**src/rtl/pms_pkg.sv**
```systemverilog
package pms_pkg;

  typedef enum logic [1:0] {
    PM_RUN   = 2'd0,
    PM_IDLE  = 2'd1,
    PM_SLEEP = 2'd2,
    PM_WAKE  = 2'd3
  } pm_state_t;

  // oscillator class codes carried on osc_sel
  localparam logic [2:0] OSC_EXT  = 3'd0;
  localparam logic [2:0] OSC_FRC  = 3'd1;
  localparam logic [2:0] OSC_LPRC = 3'd2;
  localparam logic [2:0] OSC_ERC  = 3'd3;
  localparam logic [2:0] OSC_XTAL = 3'd4;
  localparam logic [2:0] OSC_LPXT = 3'd5;
  localparam logic [2:0] OSC_PLL  = 3'd6;

  typedef enum logic [1:0] {
    WP_SHORT = 2'd0,
    WP_XTAL  = 2'd1,
    WP_PLL   = 2'd2
  } wake_path_t;

  function automatic wake_path_t path_of(logic [2:0] kind);
    case (kind)
      OSC_XTAL: path_of = WP_XTAL;
      OSC_PLL:  path_of = WP_PLL;
      default:  path_of = WP_SHORT;
    endcase
  endfunction

endpackage

```
**src/rtl/pms_wake_detect.sv**
```systemverilog
module pms_wake_detect #(
  parameter int NIRQ   = 4,
  parameter int PRIO_W = 3
) (
  input  logic [NIRQ-1:0]        irq_pend,
  input  logic [NIRQ-1:0]        irq_en,
  input  logic [NIRQ*PRIO_W-1:0] irq_prio,
  input  logic [PRIO_W-1:0]      cpu_level,
  input  logic                   wdt_timeout,
  output logic                   irq_hit,
  output logic                   wdt_hit
);

  logic [NIRQ-1:0] line_hit;

  for (genvar i = 0; i < NIRQ; i++) begin : g_line
    logic [PRIO_W-1:0] prio_i;
    assign prio_i      = irq_prio[i*PRIO_W +: PRIO_W];
    assign line_hit[i] = irq_pend[i] & irq_en[i] & (prio_i > cpu_level);
  end

  assign irq_hit = |line_hit;
  assign wdt_hit = wdt_timeout;

endmodule

```
**src/rtl/pms_start_delay.sv**
```systemverilog
module pms_start_delay
  import pms_pkg::*;
#(
  parameter int POR_CYC = 8
) (
  input  logic       clk,
  input  logic       rst,
  input  logic       start,
  input  logic       run,
  input  wake_path_t path,
  input  logic       osc_stable,
  input  logic       pll_lock,
  output logic       done
);

  localparam int CW = (POR_CYC < 2) ? 1 : $clog2(POR_CYC);
  localparam logic [CW-1:0] LAST = CW'(POR_CYC - 1);

  logic [CW-1:0] cnt;
  logic          at_end;
  logic          path_ok;

  assign at_end = (cnt == LAST);

  always_comb begin
    case (path)
      WP_XTAL: path_ok = osc_stable;
      WP_PLL:  path_ok = pll_lock;
      default: path_ok = 1'b1;
    endcase
  end

  assign done = run & at_end & path_ok;

  always_ff @(posedge clk) begin
    if (rst || start) begin
      cnt <= '0;
    end else if (run && !at_end) begin
      cnt <= cnt + 1'b1;
    end
  end

  // the delay counter saturates and never passes its last value
  a_r7_cnt_cap: assert property (@(posedge clk) disable iff (rst)
    cnt <= LAST);

  // the counter keeps its final value while waiting on stable or lock
  a_r8_cnt_hold: assert property (@(posedge clk) disable iff (rst)
    (run && at_end && !start) |=> (cnt == LAST));

endmodule

```
**src/rtl/pwr_mode_seq.sv**
```systemverilog
module pwr_mode_seq
  import pms_pkg::*;
#(
  parameter int NIRQ    = 4,
  parameter int PRIO_W  = 3,
  parameter int POR_CYC = 8
) (
  input  logic                   clk,
  input  logic                   rst,
  input  logic                   cmd_valid,
  input  logic                   cmd_sleep,
  input  logic [2:0]             osc_sel,
  input  logic [NIRQ-1:0]        irq_pend,
  input  logic [NIRQ-1:0]        irq_en,
  input  logic [NIRQ*PRIO_W-1:0] irq_prio,
  input  logic [PRIO_W-1:0]      cpu_level,
  input  logic                   rst_req,
  input  logic                   wdt_en,
  input  logic                   wdt_timeout,
  input  logic                   osc_stable,
  input  logic                   pll_lock,
  output logic                   cpu_clk_en,
  output logic                   per_clk_en,
  output logic                   osc_en,
  output logic                   lprc_en,
  output logic                   sleep_flag,
  output logic                   idle_flag,
  output logic                   wdt_wake,
  output logic                   irq_go
);

  pm_state_t  st, n_st;
  logic [2:0] src_q, n_src;
  logic       cause_q, n_cause;
  logic       n_cpu, n_per, n_osc, n_lprc, n_slp, n_idl, n_wdt, n_go;
  logic       irq_hit, wdt_hit, wake_any;
  logic       dly_start, dly_done;
  wake_path_t wpath;

  pms_wake_detect #(.NIRQ(NIRQ), .PRIO_W(PRIO_W)) u_wake (
    .irq_pend    (irq_pend),
    .irq_en      (irq_en),
    .irq_prio    (irq_prio),
    .cpu_level   (cpu_level),
    .wdt_timeout (wdt_timeout),
    .irq_hit     (irq_hit),
    .wdt_hit     (wdt_hit)
  );

  assign wake_any = irq_hit | wdt_hit;
  assign wpath    = path_of(src_q);

  pms_start_delay #(.POR_CYC(POR_CYC)) u_dly (
    .clk        (clk),
    .rst        (rst),
    .start      (dly_start),
    .run        (st == PM_WAKE),
    .path       (wpath),
    .osc_stable (osc_stable),
    .pll_lock   (pll_lock),
    .done       (dly_done)
  );

  always_comb begin
    n_st      = st;
    n_cpu     = cpu_clk_en;
    n_per     = per_clk_en;
    n_osc     = osc_en;
    n_slp     = sleep_flag;
    n_idl     = idle_flag;
    n_wdt     = wdt_wake;
    n_go      = 1'b0;
    n_cause   = cause_q;
    n_src     = (st == PM_RUN) ? osc_sel : src_q;
    dly_start = 1'b0;
    if (rst_req) begin
      n_st    = PM_RUN;
      n_cpu   = 1'b1;
      n_per   = 1'b1;
      n_osc   = 1'b1;
      n_slp   = 1'b0;
      n_idl   = 1'b0;
      n_wdt   = 1'b0;
      n_cause = 1'b0;
    end else begin
      case (st)
        PM_RUN: begin
          if (cmd_valid) begin
            n_slp = 1'b0;
            n_idl = 1'b0;
            n_wdt = 1'b0;
            n_cpu = 1'b0;
            if (cmd_sleep) begin
              n_st  = PM_SLEEP;
              n_per = 1'b0;
              n_osc = (osc_sel == OSC_LPXT);
            end else begin
              n_st  = PM_IDLE;
            end
          end
        end
        PM_IDLE: begin
          if (wake_any) begin
            n_st  = PM_RUN;
            n_cpu = 1'b1;
            n_idl = 1'b1;
            n_wdt = wdt_hit;
            n_go  = irq_hit;
          end
        end
        PM_SLEEP: begin
          if (wake_any) begin
            n_st      = PM_WAKE;
            n_osc     = 1'b1;
            n_cause   = irq_hit;
            n_wdt     = wdt_hit;
            dly_start = 1'b1;
          end
        end
        default: begin
          if (dly_done) begin
            n_st  = PM_RUN;
            n_cpu = 1'b1;
            n_per = 1'b1;
            n_slp = 1'b1;
            n_go  = cause_q;
          end
        end
      endcase
    end
    n_lprc = wdt_en | (n_osc & (n_src == OSC_LPRC));
  end

  always_ff @(posedge clk) begin
    if (rst) begin
      st         <= PM_RUN;
      src_q      <= OSC_EXT;
      cause_q    <= 1'b0;
      cpu_clk_en <= 1'b1;
      per_clk_en <= 1'b1;
      osc_en     <= 1'b1;
      lprc_en    <= 1'b0;
      sleep_flag <= 1'b0;
      idle_flag  <= 1'b0;
      wdt_wake   <= 1'b0;
      irq_go     <= 1'b0;
    end else begin
      st         <= n_st;
      src_q      <= n_src;
      cause_q    <= n_cause;
      cpu_clk_en <= n_cpu;
      per_clk_en <= n_per;
      osc_en     <= n_osc;
      lprc_en    <= n_lprc;
      sleep_flag <= n_slp;
      idle_flag  <= n_idl;
      wdt_wake   <= n_wdt;
      irq_go     <= n_go;
    end
  end

  // an Idle command gates only the CPU clock
  a_r2_idle_gates: assert property (@(posedge clk) disable iff (rst)
    (st == PM_RUN && cmd_valid && !cmd_sleep && !rst_req)
      |=> (!cpu_clk_en && per_clk_en && osc_en));

  // a Sleep command gates CPU and peripheral clocks
  a_r3_sleep_gates: assert property (@(posedge clk) disable iff (rst)
    (st == PM_RUN && cmd_valid && cmd_sleep && !rst_req)
      |=> (!cpu_clk_en && !per_clk_en));

  // a wake in Idle restores the CPU clock next cycle
  a_r6_idle_wake: assert property (@(posedge clk) disable iff (rst)
    (st == PM_IDLE && wake_any && !rst_req) |=> (cpu_clk_en && idle_flag));

  // crystal class keeps clocks gated while the oscillator is not stable
  a_r8_xtal_hold: assert property (@(posedge clk) disable iff (rst)
    (st == PM_WAKE && wpath == WP_XTAL && !osc_stable && !rst_req)
      |=> !cpu_clk_en);

  // PLL class keeps clocks gated until lock
  a_r8_pll_hold: assert property (@(posedge clk) disable iff (rst)
    (st == PM_WAKE && wpath == WP_PLL && !pll_lock && !rst_req)
      |=> !cpu_clk_en);

  // the sleep flag rises only together with the returning clocks
  a_r9_flag_clocks: assert property (@(posedge clk) disable iff (rst)
    $rose(sleep_flag) |-> (cpu_clk_en && per_clk_en && osc_en));

  // a reset request always lands in Run with clocks running
  a_r10_rst_req: assert property (@(posedge clk) disable iff (rst)
    rst_req |=> (st == PM_RUN && cpu_clk_en && per_clk_en && osc_en
                 && !sleep_flag && !idle_flag && !wdt_wake));

  // without a command, Run keeps the CPU clock running
  a_r11_run_hold: assert property (@(posedge clk) disable iff (rst)
    (st == PM_RUN && !cmd_valid) |=> cpu_clk_en);

endmodule

```
**config.mk**
```make
export PLATFORM = sky130hd
export DESIGN_NAME = pwr_mode_seq
export DESIGN_NICKNAME = d
export VERILOG_FILES = /design/src/rtl/pms_pkg.sv /design/src/rtl/pms_wake_detect.sv /design/src/rtl/pms_start_delay.sv /design/src/rtl/pwr_mode_seq.sv
export SDC_FILE = /design/constraint.sdc
export NUM_CORES = 1
export LEC_CHECK = 0
export ABC_AREA = 1
export CORE_MARGIN = 5
export CORE_UTILIZATION = 50
export DETAILED_ROUTE_END_ITERATION = 16
export DONT_BUFFER_PORTS = 1
export GPL_TIMING_DRIVEN = 0
export SLEW_MARGIN = 20
export SYNTH_ARGS = -nofsm -noshare
export SYNTH_HDL_FRONTEND = slang
export SYNTH_SLANG_ARGS = --single-unit
```
**constraint.sdc**
```tcl
create_clock -name clk -period 1.65 [get_ports clk]
set_clock_uncertainty 0.05 [all_clocks]
set_input_delay 0.165 -clock clk [delete_from_list [all_inputs] [get_ports clk]]
set_output_delay 0.165 -clock clk [all_outputs]
set_load 0.01 [all_outputs]
```
==> impl_metrics.tcl, run 1 <==
set metrics [dict create \
    crit_required_ns 1.80 \
    critPathKind "reg2reg" \
    hold_path_class "in2reg" \
    cts_root_buf "clkbuf_4" \
    synth_commonest_cells "nand2_1 (47), inv_1 (26), nor2_1 (19), ha_1 (18), dfxtp_1 (17)" \
    slowest_stage "dfxtp_2" \
    setup_viol 0 \
    grtUsageTotal_pct 16.0 \
    setup-tns-final_ns 0 \
    worst_slack_ns 0.112 \
    drive_gt1_share_pct 15.0 \
    layout.nets 247 \
    ys_async_sr_fraction_pct 0 \
    antenna_found_initial 0 \
    critPathMaxStageDelay_ns 0.35 \
    wirelength_mm 2.73 \
    timing.rr.start "u_dly.cnt[1]" \
    wl_per_cell_um 12.2 \
    yosysTopAreaCellShare_pct 27.3 \
    dr.pass1.iters 4 \
    synth_top_area_cell "dfxtp_1" \
    dpl.hpwl_mm 2.25 \
    hold_path_startpoint "wdt_timeout" \
    path_cells "ha_2 > ha_4 > nand2_1 > a21oi_2 > nor2_2 > nand2_1 > nand2_2 > nor2_4 > nand2_1 > nand2_1 > nor2_1" \
    fin_crit_ns 1.54 \
    ios 43 \
    place_ws_ns -0.0896 \
    area_growth_pct 11.5 \
    cts.clk_slew.worst_paths_ns 0.10 \
    cap_viol_max_count 0 \
    place_congestion 0.855 \
    ir_drop_v 0.000609 \
    start_kind "register" \
    grt_first_pass_wirelength_mm 4.49 \
    ys_seq_area_share_pct 27.3 \
    critPathLaunch "u_dly.cnt[1]" \
    p_leak_nw 0.683 \
    vias 1146 \
    ys_types 23 \
    diodes 0 \
    slew_violations 0 \
    synth_seq_cells 17 \
    path_max_fanout 4 \
    clk_latency_ns 0.29 \
    via_per_inst 5.14 \
    design.die.area_um2 3590 \
    tritoncts "built" \
    powerDensity_nw_per_um2 746 \
    synth.avg_cell_area_um2 6.74 \
    period_share_pct 93.2 \
    max_freq_mhz 650 \
    core_um2 2430 \
    grt_max_degree 10 \
    crit_buf_inv 0 \
    htreeDepth 1 \
    netlist_area_um2 1250 \
    crit_family "simple AND/OR/NAND/NOR gates" \
    ant_nets 0 \
    drt_iter0_drc 56 \
    status "finished clean" \
    rows 18 \
    mappedNetlistNets 238 \
    hold_viol_final 0 \
    clock-sinks 17 \
    grt-ovfl-total 0 \
    synthCells 185 \
    synth_area_leaders "dfxtp_1 (27%), ha_1 (18%), nand2_1 (14%), inv_1 (7.8%), a21oi_1 (6.0%)" \
    synth_enable_flop_cells 0 \
    synth_most_common_cell "nand2_1" \
    place_inst 215 \
    tritoncts.num_buffers 3 \
    layout.cells.non_filler 223 \
    worst_slew_pin_slew_ns 0.383 \
    die_h_um 60.0 \
    critPathArrivalTime_ns 1.68 \
    synth_warnings 0 \
    die_w_um 60.0 \
    grt_pass1_vias 1081 \
    start_util_pct 51.3 \
    slew_headroom_pct 74.4 \
    crit_path_end_kind "register" \
    synth_ff_type "dfxtp_1" \
    portBuffers 0 \
    crit_top_cell "nand2_1" \
    clk_path_buf_depth 2 \
    drc 0 \
]
-- sequential cells by signal, summed over array words and instances (netlist names) --
name	count
st	2
wdt_wake	1
irq_go	1
cause_q	1
lprc_en	1
u_dly.cnt	3
src_q	3
idle_flag	1
cpu_clk_en	1
sleep_flag	1
osc_en	1
per_clk_en	1
-- cell type report --
| type | instances | area, um^2 |
|---|---|---|
| Fill cell | 236 | 1040 |
| Multi-Input combinational cell | 135 | 825 |
| Sequential cell | 17 | 344 |
| Inverter | 33 | 124 |
| Tap cell | 30 | 37.5 |
| Timing Repair Buffer | 4 | 35.0 |
| Clock buffer | 4 | 26.3 |
-- metrics by stage --
stage	hold slack (ns)	instance area (um^2)	utilization, %	power (mW)
2_1_floorplan	0.187	1250	-	0.732
3_3_place_gp	0.189	1280	52.8	0.780
3_5_place_dp	0.192	1280	52.8	0.789
4_1_cts	0.00329	1340	55.2	1.02
5_1_grt	0.00542	1390	57.2	1.12
6_report	0.000263	1390	57.2	1.04
-- layout by cell type (no fill, tap or decap), drive strengths merged --
cell         count
a211oi           2
inv             32
o21ai            6
nand2           51
nor3             1
nor4             1
ha              18
and2             1
a21oi           15
nand3b           3
dlygate4sd3      2
or2              1
clkinv           1
xnor2            1
nand3           14
buf              2
dfxtp           17
nor2            21
clkbuf           4
-- final timing paths --
check | slack [ns] | depth (start not counted) | end
setup / recovery | 0.11 | 11 | st[1]
hold / removal | 0.0003 | 2 | wdt_wake
setup reg to reg | 0.11 | 11 | st[1]
hold reg to reg | 0.42 | 2 | irq_go
-- cells by family (layout without fill, tap and decap cells) --
family | Yosys count | count (layout) | share of synthesized area [%]
AO/OA/AOI/OAI | 23 | 23 | 9.63
XOR/XNOR | 1 | 1 | 0.702
adder cells (fa/ha/maj) | 18 | 18 | 18.1
buffers and inverters | 33 | 41 | 9.93
flip-flops | 17 | 17 | 27.3
AND/OR/NAND/NOR | 93 | 93 | 34.4
-- power by group --
group / internal (mW) / switching (mW)
clock: 0.0941 / 0.131
sequential: 0.438 / 0.0229
combinational: 0.139 / 0.213
total: 0.671 / 0.366
-- metal layers --
layer,track usage (%),routed length [um],part of all wire (%)
met3,5.83,297,11
met5,0,0,0
met1,20.7,1210,44
met4,1.90,0,0
met2,26.2,1230,45
-- what timing repair did --
| item | 4_1_cts | 5_1_grt |
|---|---|---|
| resized for setup | 1 | 12 |
| buffers inserted | 1 | 1 |
| endpoints found under the hold margin | 5 | 0 |
| setup endpoints to repair | 4 | 9 |
| hold buffers | 2 | 0 |
| pin swaps | 0 | 1 |
| gates cloned | 0 | 0 |
(Power assumes the default switching activity.)
==> run 2: changes to the inputs <==
- ABC_AREA: 1 -> not set
==> run 2 against run 1 <==
Against the previous run:
- the flow now finishes with violations (setup timing)
- sequential share of layout area is 4.6 points lower
- maximum frequency is 6.9% lower
- combinational power is 33% higher
- clock power is 4% higher
- synthesized area is 0.20% higher
- worst setup slack worse by 0.11 ns
- synthesized cell count is 24% lower
- first-iteration DRC count is 21% lower
- cell count is 15% lower
- wire length is 22% higher
- via count is 4.6% lower
- non-clock buffer count is 14 higher
==> impl_metrics.tcl, run 2 <==
set metrics [dict create \
    ir_drop_v 0.000833 \
    core_um2 2430 \
    wl_per_cell_um 17.6 \
    max_freq_mhz 605 \
    critPathKind "in2reg" \
    vias 1093 \
    clk_path_buf_depth 2 \
    tritoncts "built" \
    mappedNetlistNets 194 \
    drc 0 \
    final_common_cell "nor2_1" \
    layout.nets 213 \
    synth_area_leaders "dfxtp_1 (27%), ha_1 (18%), mux2i_1 (5.6%), nor2_1 (5.4%), inv_1 (3.9%)" \
    place_congestion 0.786 \
    status "finished with violations" \
    via_per_inst 5.78 \
    crit_path_end_kind "register" \
    crit_required_ns 1.78 \
    ios 43 \
    die_w_um 60 \
    worst_slack_ns -0.00159 \
    synth.avg_cell_area_um2 8.86 \
    grt_setup_unrepaired "true" \
    cap_viol_max_count 0 \
    yosysTopAreaCellShare_pct 27.2 \
    design.die.area_um2 3600 \
    ys_types 41 \
    fin_crit_ns 1.65 \
    clk_latency_ns 0.30 \
    path_max_fanout 5 \
    final_area_um2 1720 \
    period_share_pct 100 \
    worst_slew_pin_slew_ns 0.446 \
    final_util_pct 70.6 \
    portBuffers 0 \
    dr.pass1.iters 4 \
    synth_seq_cells 17 \
    biggestRegsByFlops "src_q x3, u_dly.cnt x3, st x2" \
    antenna_found_initial 0 \
    slew_headroom_pct 70.3 \
    powerDensity_nw_per_um2 675 \
    start_util_pct 51.4 \
    area_growth_pct 37.3 \
    synth_commonest_cells "ha_1 (18), nor2_1 (18), dfxtp_1 (17), inv_1 (13)" \
    grt-ovfl-total 0 \
    wl_met2_mm 1.63 \
    met3_length_um 221 \
    synth_top_area_cell "dfxtp_1" \
    hold_path_class "in2reg" \
    start_kind "input port" \
    grtUsageTotal_pct 17.9 \
    wirelength_mm 3.32 \
    slew_violations 0 \
    violations "setup timing" \
    cts_root_buf "clkbuf_4" \
    p_total_mw 1.16 \
    grt_pass1_vias 1088 \
    tritoncts.num_buffers 3 \
    synth_enable_flop_cells 0 \
    place_area_um2 1340 \
    grt_max_degree 11 \
    ant_nets 0 \
    p_leak_nw 0.646 \
    setup-tns-final_ns -0.00159 \
    wl_met1_mm 1.43 \
    ys_async_sr_fraction_pct 0 \
    ys_seq_area_share_pct 27.2 \
    die_h_um 60 \
    synthCells 141 \
    top_layer "met4" \
    critPathArrivalTime_ns 1.78 \
    netlist_area_um2 1250 \
    htreeDepth 1 \
    dpl.hpwl_mm 2.21 \
    rows 18 \
    grt_first_pass_wirelength_mm 4.80 \
    cts.clk_slew.worst_paths_ns 0.10 \
    diodes 0 \
    synth_ff_type "dfxtp_1" \
    clock-sinks 17 \
    synth_warnings 0 \
    drt_iter0_drc 44 \
    drive_gt1_share_pct 35.2 \
    setup_viol 1 \
    mostFrequentLayoutCells "nor2_1 (17), dfxtp_1 (13), ha_1 (11), inv_1 (9)" \
    hold_viol_final 0 \
]
## run 2: cell types whose count changed after synthesis, sizes merged, moves of 3 or more
cell	previous run	this run
a21oi	15	4
buf	0	3
inv	32	13
mux2i	0	7
nand2	51	7
nand3	14	6
nor2	21	18
nor3	1	7
o31ai	0	3
## run 2: routing by layer
layer | up-vias | track usage, %
li1 | 542 | -
met1 | 505 | 21.7
met3 | 4 | 6.26
met4 | 0 | 4.75
met2 | 42 | 29.8
met5 | - | 0
## run 2: cells by family after synthesis
logic type | Yosys count | synth area share (%)
simple gates | 49 | 20.7
fa+ha+maj | 18 | 18.0
buf+inv | 18 | 6.31
xor+xnor | 1 | 0.701
flops | 17 | 27.2
compound gates | 31 | 21.4
mux | 7 | 5.61
## run 2: final timing paths
path           startpoint        to  slack, ns  depth (start not counted)
min            osc_sel[1]  src_q[1]       0.02                          2
min reg2reg       cause_q    irq_go       0.45                          2
max reg2reg         st[0]   lprc_en       0.03                          8
max          cpu_level[2]     st[0]     -0.002                          7
## run 2: per-stage QoR
| stage | setup WS, ns | cells | hold WS, ns |
|---|---|---|---|
| 5_1_grt | -0.0486 | 189 | 0.0293 |
| 6_report | -0.00159 | 189 | 0.0182 |
| 4_1_cts | 0.00580 | 184 | 0.00413 |
| 2_1_floorplan | -0.140 | 141 | 0.241 |
| 3_3_place_gp | -0.303 | 171 | 0.247 |
| 3_5_place_dp | -0.351 | 171 | 0.254 |
## run 2: worst max-delay path, cell delays in order
cell and delay (ns):
clkinvlp_4 0.12, ha_1 0.26, o311ai_4 0.30, o32ai_4 0.20, or2_4 0.29, o31ai_4 0.32, a221oi_2 0.12
## run 2: area by class of cell
| class | count | area (um^2) |
|---|---|---|
| timing repair buffer | 14 | 123 |
| clock buffer | 4 | 26.3 |
| buffer | 4 | 30.0 |
| tap | 30 | 37.5 |
| multi-input combinational | 106 | 1090 |
| sequential | 17 | 345 |
| inverter | 14 | 68.8 |
| fill | 181 | 716 |
## run 2: repair_timing
item,CTS,global route
hold endpoints to repair,8,1
buffers inserted,3,4
hold buffers,6,1
pin swaps,2,8
setup endpoints to repair,4,8
gates resized for setup,20,26
## run 2: power breakdown
part | internal, mW | switching [mW]
Clock | 0.0942 | 0.140
Combinational | 0.224 | 0.245
Sequential | 0.433 | 0.0216
==> run 3: changes to the inputs <==
- CORE_MARGIN: 5 -> 2
- MAX_ROUTING_LAYER: not set -> met4
- SKIP_CTS_REPAIR_TIMING: not set -> 1
==> run 3 against run 2 <==
Against the previous run:
- the flow finishes with violations (hold timing, setup timing)
- wire length is 11% lower
- clock power barely moved
- first-iteration DRC count decreased by 66%
- worst setup slack got worse by 0.0027 ns
- critical path type unchanged
- highest routed layer unchanged
==> impl_metrics.tcl, run 3 (synthesis results as in run 2) <==
set metrics [dict create \
    htreeDepth 1 \
    ir_drop_v 0.000654 \
    rows 18 \
    critPathKind "in2reg" \
    mostFrequentLayoutCells "nor2_1 (17), ha_1 (13), dfxtp_1 (13), inv_1 (10), mux2i_1 (7)" \
    worst_slack_ns -0.00426 \
    grtUsageTotal_pct 20.9 \
    antenna_found_initial 0 \
    ant_nets 0 \
    start_kind "input port" \
    portBuffers 0 \
    drc 0 \
    crit_required_ns 1.80 \
    max_freq_mhz 604 \
    dpl.hpwl_mm 2.15 \
    hold_viol_final 1 \
    grt_setup_unrepaired "true" \
    biggestRegsByFlops "src_q x3, u_dly.cnt x3, st x2" \
    critPathArrivalTime_ns 1.81 \
    drive_gt1_share_pct 25.8 \
    slowest_stage "a211oi_1" \
    area_growth_pct 26.8 \
    wl_per_cell_um 16.0 \
    slew_headroom_pct 72.2 \
    p_leak_nw 0.617 \
    p_total_mw 1.09 \
    grt-ovfl-total 0 \
    path_cells "inv_12 > ha_1 > a211oi_1 > o32ai_4 > buf_4 > nor4b_4 > nor3b_2 > a221oi_1" \
    cts_root_buf "clkbuf_4" \
    slew_violations 0 \
    crit_family "compound AO/OA/AOI/OAI gates" \
    via_per_inst 5.85 \
    fin_crit_ns 1.65 \
    layout.nets 209 \
    setup_viol 1 \
    drt_iter0_drc 15 \
    worst_slew_pin_slew_ns 0.417 \
    path_max_fanout 5 \
    violations "hold timing, setup timing" \
    timing.hold.ws_ns -0.0231 \
    grt_first_pass_wirelength_mm 4.26 \
    grt_pass1_vias 1035 \
    vias 1083 \
    die_h_um 54 \
    tritoncts "built" \
    ios 43 \
    period_share_pct 100 \
    wirelength_mm 2.96 \
    place_inst 171 \
    cap_viol_max_count 0 \
    powerDensity_nw_per_um2 690 \
    clock-sinks 17 \
    grt_max_degree 11 \
    die_w_um 54 \
    core_um2 2430 \
    clk_path_buf_depth 2 \
    cts.clk_slew.worst_paths_ns 0.11 \
    critPathMaxStageDelay_ns 0.34 \
    status "finished with violations" \
    dr.pass1.iters 4 \
    start_util_pct 51.4 \
    clk_latency_ns 0.30 \
    tritoncts.num_buffers 3 \
    final_common_cell "nor2_1" \
    hold_path_class "in2reg" \
    setup-tns-final_ns -0.00426 \
    design.die.area_um2 2920 \
    crit_path_end_kind "register" \
    place_congestion 0.811 \
    crit_buf_inv 2 \
    diodes 0 \
    layout.cells.non_filler 185 \
]
==> run 3: worst paths after layout <==
check / from / endpoint / slack, ns / cells past startpoint
worst max-delay path: cpu_level[1] / st[1] / -0.004 / 8
worst min-delay path: osc_sel[2] / src_q[2] / -0.02 / 2
worst min register to register: cause_q / irq_go / 0.46 / 2
worst max register to register: u_dly.cnt[0] / st[1] / 0.04 / 8
==> run 3: final cells by class <==
type	instances	area [um^2]
Buffer	4	30.0
Clock buffer	4	26.3
Fill cell	217	847
Inverter	14	67.6
Multi-Input combinational cell	106	988
Sequential cell	17	345
Tap cell	30	37.5
Timing Repair Buffer	10	90.1
==> run 3: stage by stage <==
| stage | worst slack, ns | util, % | area, um^2 | hold WS [ns] |
|---|---|---|---|---|
| 2_1_floorplan | -0.140 | - | 1300 | 0.241 |
| 3_3_place_gp | -0.303 | 55.1 | 1340 | 0.247 |
| 3_5_place_dp | -0.358 | 55.1 | 1340 | 0.254 |
| 4_1_cts | -0.298 | 56.2 | 1370 | -0.0775 |
| 5_1_grt | -0.0829 | 65.2 | 1590 | -0.00319 |
| 6_report | -0.00426 | 65.2 | 1590 | -0.0231 |
==> run 3: where the power goes <==
group          internal [mW]  switching (mW)
clock network         0.0943           0.138
registers              0.433          0.0216
logic                  0.194           0.212
==> run 3: routing by layer <==
metal	GRT usage [%]	part of all wire [%]
met1	24.4	45
met5	-	0
met3	6.94	5.0
met2	34.3	49
met4	5.42	1.1
